[config.mk]
export PLATFORM = sky130hd
export DESIGN_NAME = bulk_erase_seq
export DESIGN_NICKNAME = d
export VERILOG_FILES = /design/src/rtl/erase_seq_pkg.sv /design/src/rtl/erase_cycle_timer.sv /design/src/rtl/erase_verify_tracker.sv /design/src/rtl/erase_seq_ctrl.sv /design/src/rtl/bulk_erase_seq.sv
export SDC_FILE = /design/constraint.sdc
export NUM_CORES = 1
export LEC_CHECK = 0
export BUFFER_PORTS_ARGS = -buffer_cell sky130_fd_sc_hd__buf_2
export CORE_UTILIZATION = 30
export CTS_CLUSTER_SIZE = 40
export DETAILED_ROUTE_END_ITERATION = 16
export GPL_TIMING_DRIVEN = 0
export PLACE_DENSITY_LB_ADDON = 0.05
export REMOVE_ABC_BUFFERS = 1
export SLEW_MARGIN = 10
export SYNTH_ARGS = -nofsm -noshare
export SYNTH_HDL_FRONTEND = slang
export SYNTH_HIERARCHICAL = 1
export SYNTH_SLANG_ARGS = --single-unit
[constraint.sdc]
create_clock -name clk -period 2.9 [get_ports clk]
set_input_delay 0.145 -clock clk [delete_from_list [all_inputs] [get_ports clk]]
set_output_delay 0.145 -clock clk [all_outputs]
set_load 0.05 [all_outputs]
[src/rtl/erase_seq_pkg.sv]
// Package: shared command codes and sequencer state encoding.
// Assumes an 8-bit command bus on the memory side.
package erase_seq_pkg;

    localparam logic [7:0] CMD_READ   = 8'h00;
    localparam logic [7:0] CMD_ERASE  = 8'h20;
    localparam logic [7:0] CMD_VERIFY = 8'hA0;
    localparam logic [7:0] BYTE_BLANK = 8'hFF;

    typedef enum logic [3:0] {
        ST_IDLE,
        ST_HV_UP,
        ST_SETUP,
        ST_ERASE,
        ST_PULSE,
        ST_VCMD,
        ST_VWAIT,
        ST_VREAD,
        ST_VCHK,
        ST_CLOSE,
        ST_END
    } seq_state_t;

endpackage

[src/rtl/erase_cycle_timer.sv]
// Module: loadable down-counter shared by the erase-pulse wait and the
// verify settle wait. Loading N-1 gives a wait state of exactly N cycles
// that ends on the cycle where 'expired' is high.
// Assumes the controller loads it only in a cycle with a bus strobe.
module erase_cycle_timer #(
    parameter int TW = 8
) (
    input  logic          clk,
    input  logic          rst_n,
    input  logic          load,
    input  logic [TW-1:0] load_val,
    output logic          expired
);

    logic [TW-1:0] cnt_q;

    // Count down to zero after a load; hold at zero.
    always_ff @(posedge clk) begin
        if (!rst_n)
            cnt_q <= '0;
        else if (load)
            cnt_q <= load_val;
        else if (cnt_q != '0)
            cnt_q <= cnt_q - 1'b1;
    end

    assign expired = (cnt_q == '0);

    // Requirement R4/R5: the wait shortens by one each idle cycle.
    assert_count_down_R4: assert property (@(posedge clk) disable iff (!rst_n)
        (!load && cnt_q != '0) |=> (cnt_q == $past(cnt_q) - 1'b1));

endmodule

[src/rtl/erase_verify_tracker.sv]
// Module: holds the verify address and the chip-wide erase pulse count.
// The address is not rewound on a re-erase, so verification resumes at
// the byte that failed. Assumes LAST_ADDR fits in AW bits.
module erase_verify_tracker #(
    parameter int AW         = 17,
    parameter int LAST_ADDR  = 131071,
    parameter int MAX_PULSES = 30,
    parameter int PW         = 5
) (
    input  logic          clk,
    input  logic          rst_n,
    input  logic          clr,
    input  logic          addr_inc,
    input  logic          pulse_inc,
    output logic [AW-1:0] addr,
    output logic          at_last,
    output logic          budget_spent
);

    logic [AW-1:0] addr_q;
    logic [PW-1:0] pls_q;

    // Verify address: cleared at start, stepped after a passing byte.
    always_ff @(posedge clk) begin
        if (!rst_n || clr)
            addr_q <= '0;
        else if (addr_inc)
            addr_q <= addr_q + 1'b1;
    end

    // Pulse count: cleared at start, bumped on each erase pulse.
    always_ff @(posedge clk) begin
        if (!rst_n || clr)
            pls_q <= '0;
        else if (pulse_inc)
            pls_q <= pls_q + 1'b1;
    end

    assign addr         = addr_q;
    assign at_last      = (addr_q == AW'(LAST_ADDR));
    assign budget_spent = (pls_q == PW'(MAX_PULSES));

    // Requirement R8: the pulse budget is never exceeded.
    assert_budget_cap_R8: assert property (@(posedge clk) disable iff (!rst_n)
        pls_q <= PW'(MAX_PULSES));

    // Requirement R7: a re-erase leaves the verify address untouched.
    assert_resume_hold_R7: assert property (@(posedge clk) disable iff (!rst_n)
        (!clr && !addr_inc) |=> $stable(addr_q));

    // Requirement R6: a passing byte steps the address by exactly one.
    assert_addr_step_R6: assert property (@(posedge clk) disable iff (!rst_n)
        (addr_inc && !clr) |=> (addr_q == $past(addr_q) + 1'b1));

endmodule

[src/rtl/erase_seq_ctrl.sv]
// Module: state machine for the closed-loop erase algorithm.
// Assumes read data returns one cycle after bus_rd, and that the timer
// flags expiry in the last cycle of each wait.
module erase_seq_ctrl
    import erase_seq_pkg::*;
(
    input  logic       clk,
    input  logic       rst_n,
    input  logic       start,
    input  logic [7:0] rd_data,
    input  logic       tmr_expired,
    input  logic       at_last,
    input  logic       budget_spent,
    output logic       tmr_load,
    output logic       tmr_sel_verify,
    output logic       trk_clr,
    output logic       trk_addr_inc,
    output logic       trk_pulse_inc,
    output logic       busy,
    output logic       done,
    output logic       err,
    output logic       hv_en,
    output logic       bus_wr,
    output logic       bus_rd,
    output logic [7:0] bus_cmd
);

    seq_state_t state_q, state_d;
    logic       ok_q, ok_d;

    // State and outcome registers.
    always_ff @(posedge clk) begin
        if (!rst_n) begin
            state_q <= ST_IDLE;
            ok_q    <= 1'b0;
        end else begin
            state_q <= state_d;
            ok_q    <= ok_d;
        end
    end

    // Next state, outcome and tracker controls.
    always_comb begin
        state_d       = state_q;
        ok_d          = ok_q;
        trk_clr       = 1'b0;
        trk_addr_inc  = 1'b0;
        trk_pulse_inc = 1'b0;
        unique case (state_q)
            ST_IDLE: begin
                if (start) begin
                    trk_clr = 1'b1;
                    ok_d    = 1'b0;
                    state_d = ST_HV_UP;
                end
            end
            ST_HV_UP:  state_d = ST_SETUP;
            ST_SETUP:  state_d = ST_ERASE;
            ST_ERASE: begin
                trk_pulse_inc = 1'b1;
                state_d       = ST_PULSE;
            end
            ST_PULSE:  if (tmr_expired) state_d = ST_VCMD;
            ST_VCMD:   state_d = ST_VWAIT;
            ST_VWAIT:  if (tmr_expired) state_d = ST_VREAD;
            ST_VREAD:  state_d = ST_VCHK;
            ST_VCHK: begin
                if (rd_data == BYTE_BLANK) begin
                    if (at_last) begin
                        ok_d    = 1'b1;
                        state_d = ST_CLOSE;
                    end else begin
                        trk_addr_inc = 1'b1;
                        state_d      = ST_VCMD;
                    end
                end else if (budget_spent) begin
                    ok_d    = 1'b0;
                    state_d = ST_CLOSE;
                end else begin
                    state_d = ST_SETUP;
                end
            end
            ST_CLOSE:  state_d = ST_END;
            ST_END:    state_d = ST_IDLE;
            default:   state_d = ST_IDLE;
        endcase
    end

    // Bus strobes, command byte and timer loads decoded from state.
    always_comb begin
        bus_wr         = 1'b0;
        bus_rd         = 1'b0;
        bus_cmd        = CMD_READ;
        tmr_load       = 1'b0;
        tmr_sel_verify = 1'b0;
        unique case (state_q)
            ST_SETUP: begin
                bus_wr  = 1'b1;
                bus_cmd = CMD_ERASE;
            end
            ST_ERASE: begin
                bus_wr   = 1'b1;
                bus_cmd  = CMD_ERASE;
                tmr_load = 1'b1;
            end
            ST_VCMD: begin
                bus_wr         = 1'b1;
                bus_cmd        = CMD_VERIFY;
                tmr_load       = 1'b1;
                tmr_sel_verify = 1'b1;
            end
            ST_VREAD:  bus_rd = 1'b1;
            ST_CLOSE: begin
                bus_wr  = 1'b1;
                bus_cmd = CMD_READ;
            end
            default: ;
        endcase
    end

    assign busy  = (state_q != ST_IDLE);
    assign hv_en = (state_q != ST_IDLE) && (state_q != ST_END);
    assign done  = (state_q == ST_END) && ok_q;
    assign err   = (state_q == ST_END) && !ok_q;

    // Requirement R2: no bus access without the high voltage enabled.
    assert_strobe_hv_R2: assert property (@(posedge clk) disable iff (!rst_n)
        (bus_wr || bus_rd) |-> hv_en);

    // Requirement R3: a lone first 0x20 write is followed by a second one.
    assert_erase_pair_R3: assert property (@(posedge clk) disable iff (!rst_n)
        (bus_wr && bus_cmd == CMD_ERASE &&
         !($past(bus_wr) && $past(bus_cmd) == CMD_ERASE))
        |=> (bus_wr && bus_cmd == CMD_ERASE));

    // Requirement R9: the end pulse follows the read-mode write, voltage off.
    assert_close_then_end_R9: assert property (@(posedge clk) disable iff (!rst_n)
        (done || err) |-> ($past(bus_wr) && $past(bus_cmd) == CMD_READ && !hv_en));

    // Requirement R10: end pulses last one cycle and never coincide.
    assert_end_single_R10: assert property (@(posedge clk) disable iff (!rst_n)
        (done || err) |=> !(done || err));
    assert_end_excl_R10: assert property (@(posedge clk) disable iff (!rst_n)
        !(done && err));

endmodule

[src/rtl/bulk_erase_seq.sv]
// Module: top of the bulk erase and verify sequencer. It connects the
// controller, the shared wait timer and the address/budget tracker.
// Assumes ERASE_CYCLES and VERIFY_WAIT_CYCLES are at least 1.
module bulk_erase_seq #(
    parameter int ADDR_W             = 17,
    parameter int LAST_ADDR          = (1 << ADDR_W) - 1,
    parameter int ERASE_CYCLES       = 20000000,
    parameter int VERIFY_WAIT_CYCLES = 1200,
    parameter int MAX_PULSES         = 30
) (
    input  logic              clk,
    input  logic              rst_n,
    input  logic              start,
    output logic              busy,
    output logic              done,
    output logic              err,
    output logic              hv_en,
    output logic              bus_wr,
    output logic              bus_rd,
    output logic [7:0]        bus_cmd,
    output logic [ADDR_W-1:0] bus_addr,
    input  logic [7:0]        rd_data
);

    localparam int LONGEST = (ERASE_CYCLES > VERIFY_WAIT_CYCLES) ?
                             ERASE_CYCLES : VERIFY_WAIT_CYCLES;
    localparam int TW = $clog2(LONGEST + 1);
    localparam int PW = $clog2(MAX_PULSES + 1);
    localparam logic [TW-1:0] ERASE_LOAD  = TW'(ERASE_CYCLES - 1);
    localparam logic [TW-1:0] VERIFY_LOAD = TW'(VERIFY_WAIT_CYCLES - 1);

    logic          tmr_load, tmr_sel_verify, tmr_expired;
    logic          trk_clr, trk_addr_inc, trk_pulse_inc;
    logic          at_last, budget_spent;
    logic [TW-1:0] tmr_val;

    assign tmr_val = tmr_sel_verify ? VERIFY_LOAD : ERASE_LOAD;

    erase_seq_ctrl u_ctrl (
        .clk            (clk),
        .rst_n          (rst_n),
        .start          (start),
        .rd_data        (rd_data),
        .tmr_expired    (tmr_expired),
        .at_last        (at_last),
        .budget_spent   (budget_spent),
        .tmr_load       (tmr_load),
        .tmr_sel_verify (tmr_sel_verify),
        .trk_clr        (trk_clr),
        .trk_addr_inc   (trk_addr_inc),
        .trk_pulse_inc  (trk_pulse_inc),
        .busy           (busy),
        .done           (done),
        .err            (err),
        .hv_en          (hv_en),
        .bus_wr         (bus_wr),
        .bus_rd         (bus_rd),
        .bus_cmd        (bus_cmd)
    );

    erase_cycle_timer #(.TW(TW)) u_timer (
        .clk      (clk),
        .rst_n    (rst_n),
        .load     (tmr_load),
        .load_val (tmr_val),
        .expired  (tmr_expired)
    );

    erase_verify_tracker #(
        .AW         (ADDR_W),
        .LAST_ADDR  (LAST_ADDR),
        .MAX_PULSES (MAX_PULSES),
        .PW         (PW)
    ) u_track (
        .clk          (clk),
        .rst_n        (rst_n),
        .clr          (trk_clr),
        .addr_inc     (trk_addr_inc),
        .pulse_inc    (trk_pulse_inc),
        .addr         (bus_addr),
        .at_last      (at_last),
        .budget_spent (budget_spent)
    );

endmodule

Word level (Yosys, flattened, before mapping)
Cells that the tools add are included.
{ "classes": {"n_addsub": 3, "eq_ne": 19, "n_mux": 26, "n_reduce_logical": 17} }
{ "op_table": {"columns": ["cell", "count"], "rows": [
  ["25-bit 2-to-1 mux", 3],
  ["4-bit case mux with 10 select lines", 1],
  ["25-bit zero test", 1],
  ["25-bit nonzero test", 1],
  ["25-bit by 1-bit subtractor with 25-bit output, second input constant", 1],
  ["4-bit 2-to-1 mux", 6],
  ["17-bit by 1-bit adder with 17-bit output, second input constant", 1],
  ["17-bit == test, second input constant", 1],
  ["4-bit by 3-bit == test with 1-bit output, second input constant", 4],
  ["8-bit case mux with 2 select lines", 1],
  ["1-bit 2-to-1 mux", 14],
  ["4-bit == test, second input constant", 3],
  ["4-bit by 2-bit == test with 1-bit output, second input constant", 2],
  ["8-bit == test, second input constant", 1],
  ["2-bit inequality test, second input constant", 3],
  ["5-bit by 1-bit adder with 5-bit output, second input constant", 1],
  ["5-bit == test, second input constant", 1],
  ["4-bit by 1-bit == test with 1-bit output, second input constant", 1],
  ["4-bit zero test", 1],
  ["4-bit inequality test, second input constant", 1],
  ["4-bit AND reduction", 1],
  ["2-bit nonzero test", 2],
  ["4-bit nonzero test", 1],
  ["2-bit OR reduction", 2],
  ["other kinds (8)", 11]
]} }
{ "word_totals": {"reg_bits": 52, "inputBits": 11, "out_inout_bits": 31, "wordCells": 70} }

Depth between registers and ports, before layout
Gate-level depths: netlist (run 1).
{ "logic_depth": {"ltp_word": 4, "depth_mapped": 11, "ltp_nobuf": 9} }

By module
The synthesis (run 1) kept the hierarchy.
{ "by_module_without_submodules": {"columns": ["mod", "n_inst", "cells_each", "area_each_um2", "seq_area_each_um2"], "rows": [
  ["erase_cycle_timer", 1, 164, 1382.6, 500.5],
  ["erase_verify_tracker", 1, 110, 994.7, 440.4],
  ["erase_seq_ctrl", 1, 76, 569.3, 100.1],
  ["bulk_erase_seq", 1, 3, 11.3, 0.0]
]} }

Least setup slack after synthesis (run 1)
OpenSTA, ideal clock, no wires.
{ "synth_path": {"path_type": "register to register", "from": "register u_track.addr_q[0], in the netlist u_track/addr[0]", "to": "register u_track.addr_q[14], in the netlist u_track/addr[14]", "setup_time_ns": 0.071, "t_arrival_ns": 2.635, "required_ns": 2.829, "slack_ns": 0.195, "path_stages_with_launch": 11, "n_path_buf": 1, "period_less_slack_ns": 2.705, "path_cell_list": "dfxtp_1 > ha_1 > nand2_1 > nor4_1 > ha_1 > nor4_4 > buf_2 > nand2_1 > or2_2 > or4_1 > a21oi_1"} }
{ "synth_via": {"elab_chain_len": 4, "word_cells_on_any_way": 5, "cone_classes": "add/sub: 1; eq/ne: 1; mux: 3"} }
{ "synth_rtl": {"columns": ["element", "line", "text"], "rows": [
  ["from (decl)", "erase_verify_tracker.sv:20", "logic [AW-1:0] addr_q;"],
  ["from (signal assigned)", "erase_verify_tracker.sv:28", "addr_q <= addr_q + 1'b1;"],
  ["17-bit == test", "erase_verify_tracker.sv:40", "assign at_last = (addr_q == AW'(LAST_ADDR));"],
  ["net at_last", "bulk_erase_seq.sv:34", "logic at_last, budget_spent;"],
  ["1-bit 2-to-1 mux", "erase_seq_ctrl.sv:69", "if (at_last) begin"],
  ["1-bit 2-to-1 mux", "erase_seq_ctrl.sv:68", "if (rd_data == BYTE_BLANK) begin"],
  ["1-bit 2-to-1 mux", "erase_seq_ctrl.sv:49", "unique case (state_q)"],
  ["net trk_addr_inc", "bulk_erase_seq.sv:33", "logic trk_clr, trk_addr_inc, trk_pulse_inc;"]
]} }
The timed path passes the listed nets, and every way through them passes these cells.
A chain may end at the register's enable or synchronous reset.

Worst setup path in the final report (run 1)
{ "layout_path": {"from": "register u_ctrl.state_q[0]", "to": "register u_track.addr_q[14], in the netlist u_track/addr[14]"} }
{ "layout_via": {"word_cells_on_any_way": 5, "cone_classes": "eq/ne: 1; mux: 2; reduce/logical: 2"} }
{ "layout_lines": {"columns": ["element", "line", "text"], "rows": [
  ["from (decl)", "erase_seq_ctrl.sv:28", "seq_state_t state_q, state_d;"],
  ["from (signal assigned)", "erase_seq_ctrl.sv:37", "state_q <= state_d;"],
  ["4-bit == test", "erase_seq_ctrl.sv:49", null],
  ["1-bit 2-to-1 mux", "erase_seq_ctrl.sv:49", null],
  ["net trk_addr_inc", "bulk_erase_seq.sv:33", null]
]} }
The timed path passes the listed nets, and every way through them passes these cells.

==> results.ini, run 1 <==
[global_routing]
grt_max_degree = 23
grt_util_all_layers = 0.141
grt-ovfl-total = 0
use_met2 = 0.235
grt_util_met1 = 0.185
first_pass_grt_wire_length_um = 11500
busiest_layer = met2
grt_pass1_vias = 2334
antenna_found_initial = 0
gr-usage-met3 = 0.0248

[synthesis]
yosysSeqAreaShare = 0.352
asyncSetResetFlopFracSynth = 0
register_bit_count_reported_by_yosys = 52
ys.flop_type = sky130_fd_sc_hd__dfxtp_1
synth-edff-count = 0
synth-warning-count = 6
post_synth_instance_area_sq_um = 2960
post_synth_top_area_cell = sky130_fd_sc_hd__dfxtp_1
synth.top_cell.area_share = 0.352
synthesis.instances = 353
synth_cell_type_count = 61
cells_taking_the_most_area_after_synthesis = sky130_fd_sc_hd__dfxtp_1 (35%), sky130_fd_sc_hd__xnor2_1 (6.5%), sky130_fd_sc_hd__nand2_1 (4.9%)
average_size_of_a_mapped_cell_sq_um = 8.38

[cells_and_area]
layout_commonest_cell = sky130_fd_sc_hd__dfxtp_1
fin_util = 0.355
area_growth_pct = 12.9
final_layout_size_suffix_gt1_frac = 0.169
num-nets-final = 413
antenna_cells_inserted = 0
mostFrequentLayoutCells = sky130_fd_sc_hd__dfxtp_1 (51), sky130_fd_sc_hd__nand2_1 (38), sky130_fd_sc_hd__buf_2 (35), sky130_fd_sc_hd__nor2_1 (35), sky130_fd_sc_hd__conb_1 (23)

[sta]
max_slew.worst_pin.slew_ns = 0.903
maxClockFrequency_mhz = 363
final_min_period_over_clock_period = 0.950
final.setup_skew_ns = 0.0106
finalWorstPathRequiredPeriod_ns = 2.75
setup_viol = 0
setup_ws_ns = 0.146
max_slew_margin = 0.398
timing.final.hold_violations = 0
maxSlewViolCount = 0

[pwr]
p_leak_nw = 1.25
switching_power_mw = 1.14
ir_worst_vdd_uv = 324
combinational_power_share = 0.456
net_sw_frac = 0.427
pwr_density_cell_nw_per_um2 = 802
internal_power_mw = 1.53
power.share.sequential = 0.383
power.clock.fraction = 0.161
power.total_mw = 2.68

[setup_path]
cp-startpoint = u_ctrl/state_q[0]
critPathCapture = u_track/addr[14]
worst_r2r_endpoint = u_track/addr[14]
critPathKind = reg2reg
timing.critical_path.cells = or4b_4, nor4_4, nand2_2, or2_2, or4_1, a21oi_1
worstReg2RegStart = u_ctrl/state_q[0]
worstRegToRegCells = 6
start_kind = register
required_ns = 3.13
timing.critical_path.to_type = register
crit_fanout = 15
crit_path_top_delay_cell = sky130_fd_sc_hd__or4b_4
arrival_ns = 2.98
cp_peak_stage_delay_ns = 0.62
rrSetupSlack_ns = 0.15

[status]
status = finished clean

[clock_network]
clock-sinks = 52
cts_buffers = 5
cts-root-buf = sky130_fd_sc_hd__clkbuf_8
ctsHtreeMaxLevel = 2
source_to_sink_clock_delay_at_the_later_pin_of_the_worst_skew_pair_ns = 0.31
clock_tree_from_tritoncts = yes
cts.path.max_buffers = 2
cts.reportedPaths.clkPinSlew_ns = 0.11

[detailed_routing]
dr_total_vias = 2488
detailedRoute.firstPassIterationCount = 5
detailed_route_drc_error_count = 0
wire_per_inst_um = 13.1
vias_per_cell = 4.73
drt.antenna.violating_nets = 0
drt-total-wl_um = 6880
first_iter_violations = 101

[hold_path]
timing.hold.worst.class = in2reg

[floorplan]
core_area_sq_um = 9420
die_height_um = 101
die_area_sq_um = 10300
std_cell_rows = 35
initial_utilization = 0.314
die_width_um = 101
io_pins = 42

[placement]
gpl_congestion = 0.724
port_buffers = 35
post-dp-hpwl_um = 4770
worst_slack_placed_ns = -0.196

[flow_run]
cap_violations = 0

## stage by stage
step	std cells	TNS [ns]	hold slack [ns]	instance area, sq um
finish	526	0	0.226	3340
detailed placement	516	-0.792	0.490	3220
global placement	516	-1.21	0.492	3220
global route	526	-0.00950	0.246	3340
CTS	524	0	0.213	3320
floorplan	352	0	0.267	2890
## power groups by stage
| stage | Sequential, mW | Clock, mW | Combinational [mW] |
|---|---|---|---|
| finish | 1.03 | 0.430 | 1.22 |
| detailed placement | 1.04 | 0 | 1.22 |
| global placement | 1.04 | 0 | 1.21 |
| CTS | 1.02 | 0.456 | 1.23 |
| global route | 1.05 | 0.483 | 1.36 |
| floorplan | 0.997 | 0 | 0.988 |
## metal layers
| metal | up-vias | wire, um |
|---|---|---|
| met2 | 34 | 3150 |
| met3 | 4 | 160 |
| met1 | 1144 | 3500 |
| li1 | 1306 | - |
| met5 | - | 0 |
| met4 | 0 | 66 |
## cell type report
class,instances,area (sq um)
Clock inverter,2,16.3
Fill cell,1030,6080
Sequential cell,52,1040
Tap cell,129,161
Timing Repair Buffer,37,190
Clock buffer,6,72.6
Inverter,12,45.0
Multi-Input combinational cell,288,1810
## critical path, delay by kind of cell, from the launching register on
family	cells	cell delay, ns
flops	1	0.47
simple gates	5	2.06
compound gates	1	0.14
## state kept, by name, indices dropped and copies added, names as in the netlist
name	count
u_ctrl/state_q	4
u_timer/cnt_q	25
u_track/addr	17
u_track/pls_q	5
u_ctrl/ok_q	1
## how the worst min path moves through the flow
| stage | start | end | slack (ns) | depth (start not counted) |
|---|---|---|---|---|
| final | rst_n | u_ctrl/state_q[0] | 0.23 | 3 |
| after CTS | rst_n | u_ctrl/state_q[0] | 0.21 | 3 |
| after global placement | u_track/addr[14] | u_track/addr[14] | 0.49 | 2 |
| after floorplan | rst_n | u_timer/cnt_q[2] | 0.27 | 1 |
| after global routing | rst_n | u_timer/cnt_q[3] | 0.25 | 2 |
| after detailed placement | u_track/addr[15] | u_track/addr[15] | 0.49 | 2 |
## kinds of logic after synthesis
| kind of cell | after synthesis | synth area share |
|---|---|---|
| mux | 6 | 0.0203 |
| flops | 52 | 0.352 |
| simple gates | 162 | 0.306 |
| buf+inv | 33 | 0.0643 |
| other cells | 3 | 0.00381 |
| fa+ha+maj | 6 | 0.0254 |
| xor+xnor | 37 | 0.110 |
| compound gates | 54 | 0.119 |
## repair_timing
| item | 4_1_cts | 5_1_grt |
|---|---|---|
| endpoints found under the setup margin | 14 | 22 |
| pin swaps | 1 | 2 |
| hold buffers | 0 | 0 |
| endpoints found under the hold margin | 0 | 0 |
| cloned | 0 | 0 |
| setup buffers | 0 | 2 |
| resized for setup | 3 | 1 |
## cells in the mapped netlist, drive strengths merged, types with 7 or more instances
cell type and instances:
nor2 36, or4 8, o31ai 7, nor3 15, nand2 39, a21oi 9, inv 12, buf 15
nand3 9, nand4 10, xnor2 22, o21ai 20, xor2 15, nor4 13, dfxtp 52
Power figures use the tool's default switching activity.
==> run 2: changes to the inputs <==
==> constraint.sdc (replaced) <==
create_clock -name clk -period 2.8 [get_ports clk]
set_input_delay 0.14 -clock clk [delete_from_list [all_inputs] [get_ports clk]]
set_output_delay 0.14 -clock clk [all_outputs]
set_load 0.05 [all_outputs]
==> run 2 against run 1 <==
Sequential power is 4% higher. Die area is the same. Fmax increased by 6.8%. Routed wire length increased by 1.1%. Final cell count increased by 0.76%. Register-to-register slack better by 0.08 ns. Total power rose by 5.4%. Clock power grew 3%. Clock skew increased by 0.00075 ns. Setup slack better by 0.075 ns. First-iteration DRC count shrank 17%. Critical path type unchanged. Critical endpoint unchanged. Largest cell class unchanged. Largest power group unchanged.
==> results.ini, run 2 (synthesis results as in run 1) <==
[sta]
max_slew.worst_pin.slew_ns = 0.896
rsz0062_at_grt = no
finalWorstPathRequiredPeriod_ns = 2.58
setup_ws_ns = 0.221
maxClockFrequency_mhz = 388
final_min_period_over_clock_period = 0.921
final.setup_skew_ns = 0.0114
maxSlewViolCount = 0
max_slew_margin = 0.403
setup_tns_ns = 0
setup_viol = 0
timing.final.hold_violations = 0

[setup_path]
cp_num_buf_inv = 0
timing.critical_path.cells = ha_1, nand2_1, nor4_1, ha_1, nor4_4, nand2_2, or2_2, or4_1, a21oi_1
cp_peak_stage_delay_ns = 0.41
start_kind = register
cp_top_family = simple AND/OR/NAND/NOR gates
worstRegToRegCells = 9
crit_path_most_repeated_cell = sky130_fd_sc_hd__ha_1
crit_fanout = 5
timing.critical_path.to_type = register
arrival_ns = 2.80
crit_cells = 9
critPathKind = reg2reg
crit_path_top_delay_cell = sky130_fd_sc_hd__nor4_4
required_ns = 3.03

[cells_and_area]
final_layout_size_suffix_gt1_frac = 0.177
largest_reg_flops = 25
largest-register = u_timer/cnt_q
fin_util = 0.359
mostFrequentLayoutCells = sky130_fd_sc_hd__dfxtp_1 (51), sky130_fd_sc_hd__nand2_1 (38), sky130_fd_sc_hd__buf_2 (35), sky130_fd_sc_hd__nor2_1 (35), sky130_fd_sc_hd__conb_1 (23)
final_area_sq_um = 3380
final.fill_count = 1027
num-nets-final = 417
area_growth_pct = 14.2
layout_commonest_cell = sky130_fd_sc_hd__dfxtp_1
antenna_cells_inserted = 0

[floorplan]
die_area_sq_um = 10300
core_area_sq_um = 9420
die_width_um = 101
initial_utilization = 0.314
io_pins = 42
std_cell_rows = 35
die_height_um = 101

[detailed_routing]
dr_total_vias = 2525
detailed_route_drc_error_count = 0
first_iter_violations = 84
drt-total-wl_um = 6950
wire_per_inst_um = 13.1
detailedRoute.firstPassIterationCount = 4
drt.antenna.violating_nets = 0
vias_per_cell = 4.76

[placement]
gpl_congestion = 0.724
worst_slack_placed_ns = -0.296
port_buffers = 35
post-dp-hpwl_um = 4770
dpl_cell_area_sq_um = 3220

[global_routing]
grt_max_degree = 23
grt_util_all_layers = 0.142
grt-ovfl-total = 0
first_pass_grt_wire_length_um = 11500
antenna_found_initial = 0
grt_pass1_vias = 2345

[pwr]
p_leak_nw = 1.28
ir_worst_vdd_uv = 335
power.total_mw = 2.82
pwr_density_cell_nw_per_um2 = 835

[clock_network]
cts_buffers = 5
cts.path.max_buffers = 2
clock-sinks = 52
clock_tree_from_tritoncts = yes
source_to_sink_clock_delay_at_the_later_pin_of_the_worst_skew_pair_ns = 0.31
ctsHtreeMaxLevel = 2
cts-root-buf = sky130_fd_sc_hd__clkbuf_8
cts.reportedPaths.clkPinSlew_ns = 0.11

[status]
status = finished clean

[hold_path]
timing.hold.worst.class = in2reg
timing.hold.worst_path_depth = 3

[flow_run]
cap_violations = 0

run 2: cell count changes in the layout (fill, tap and decap cells not counted):
cell / change
sky130_fd_sc_hd__nor4_4: +1
sky130_fd_sc_hd__nor4_2: -1
sky130_fd_sc_hd__buf_4: +4
run 2: final cells by class:
class / count / area (sq um) / area share
Inverter: 12 / 45.0 / 0.0133
Clock inverter: 2 / 16.3 / 0.00482
Clock buffer: 6 / 72.6 / 0.0215
Timing Repair Buffer: 41 / 220 / 0.0652
Sequential cell: 52 / 1040 / 0.309
Tap cell: 129 / 161 / 0.0478
Multi-Input combinational cell: 288 / 1820 / 0.539
run 2: path summary, 6_finish.rpt:
kind	to	slack, ns	startpoint
setup / recovery	u_track/addr[14]	0.22	u_track/addr[0]
hold / removal	u_ctrl/state_q[0]	0.22	rst_n
setup reg to reg	u_track/addr[14]	0.22	u_track/addr[0]
hold reg to reg	u_track/addr[15]	0.50	u_track/addr[15]
run 2: through the flow:
step,instances,hold slack [ns]
after floorplan,352,0.262
after detailed placement,516,0.490
after global placement,516,0.492
final,530,0.219
after CTS,526,0.208
after global routing,530,0.241
run 2: power breakdown:
| part | leakage (nW) | internal (mW) | total [mW] | switching [mW] |
|---|---|---|---|---|
| Combinational | 0.812 | 0.555 | 1.30 | 0.749 |
| Clock | 0.0414 | 0.179 | 0.445 | 0.266 |
| Sequential | 0.423 | 0.888 | 1.07 | 0.182 |
| Total | 1.28 | 1.62 | 2.82 | 1.20 |
run 2: worst reg2reg max path: cells and delay by family, from the launching register on:
kind            cells  cell delay [ns]
simple gates        6             1.46
fa+ha+maj           2             0.52
flops               1             0.37
compound gates      1             0.14
run 2: what timing repair did:
item | in CTS | in global routing
buffers inserted | 2 | 4
endpoints found under the setup margin | 15 | 22
hold buffers | 0 | 0
gates resized for setup | 2 | 3
pin swaps | 1 | 1
run 2: routing by layer:
| layer | up-vias | track usage | part of all wire |
|---|---|---|---|
| li1 | 1312 | - | - |
| met1 | 1173 | 0.186 | 0.50 |
| met2 | 36 | 0.237 | 0.46 |
| met3 | 4 | 0.0248 | 0.027 |
| met4 | 0 | 0.0479 | 0.0095 |
| met5 | - | 0 | 0 |
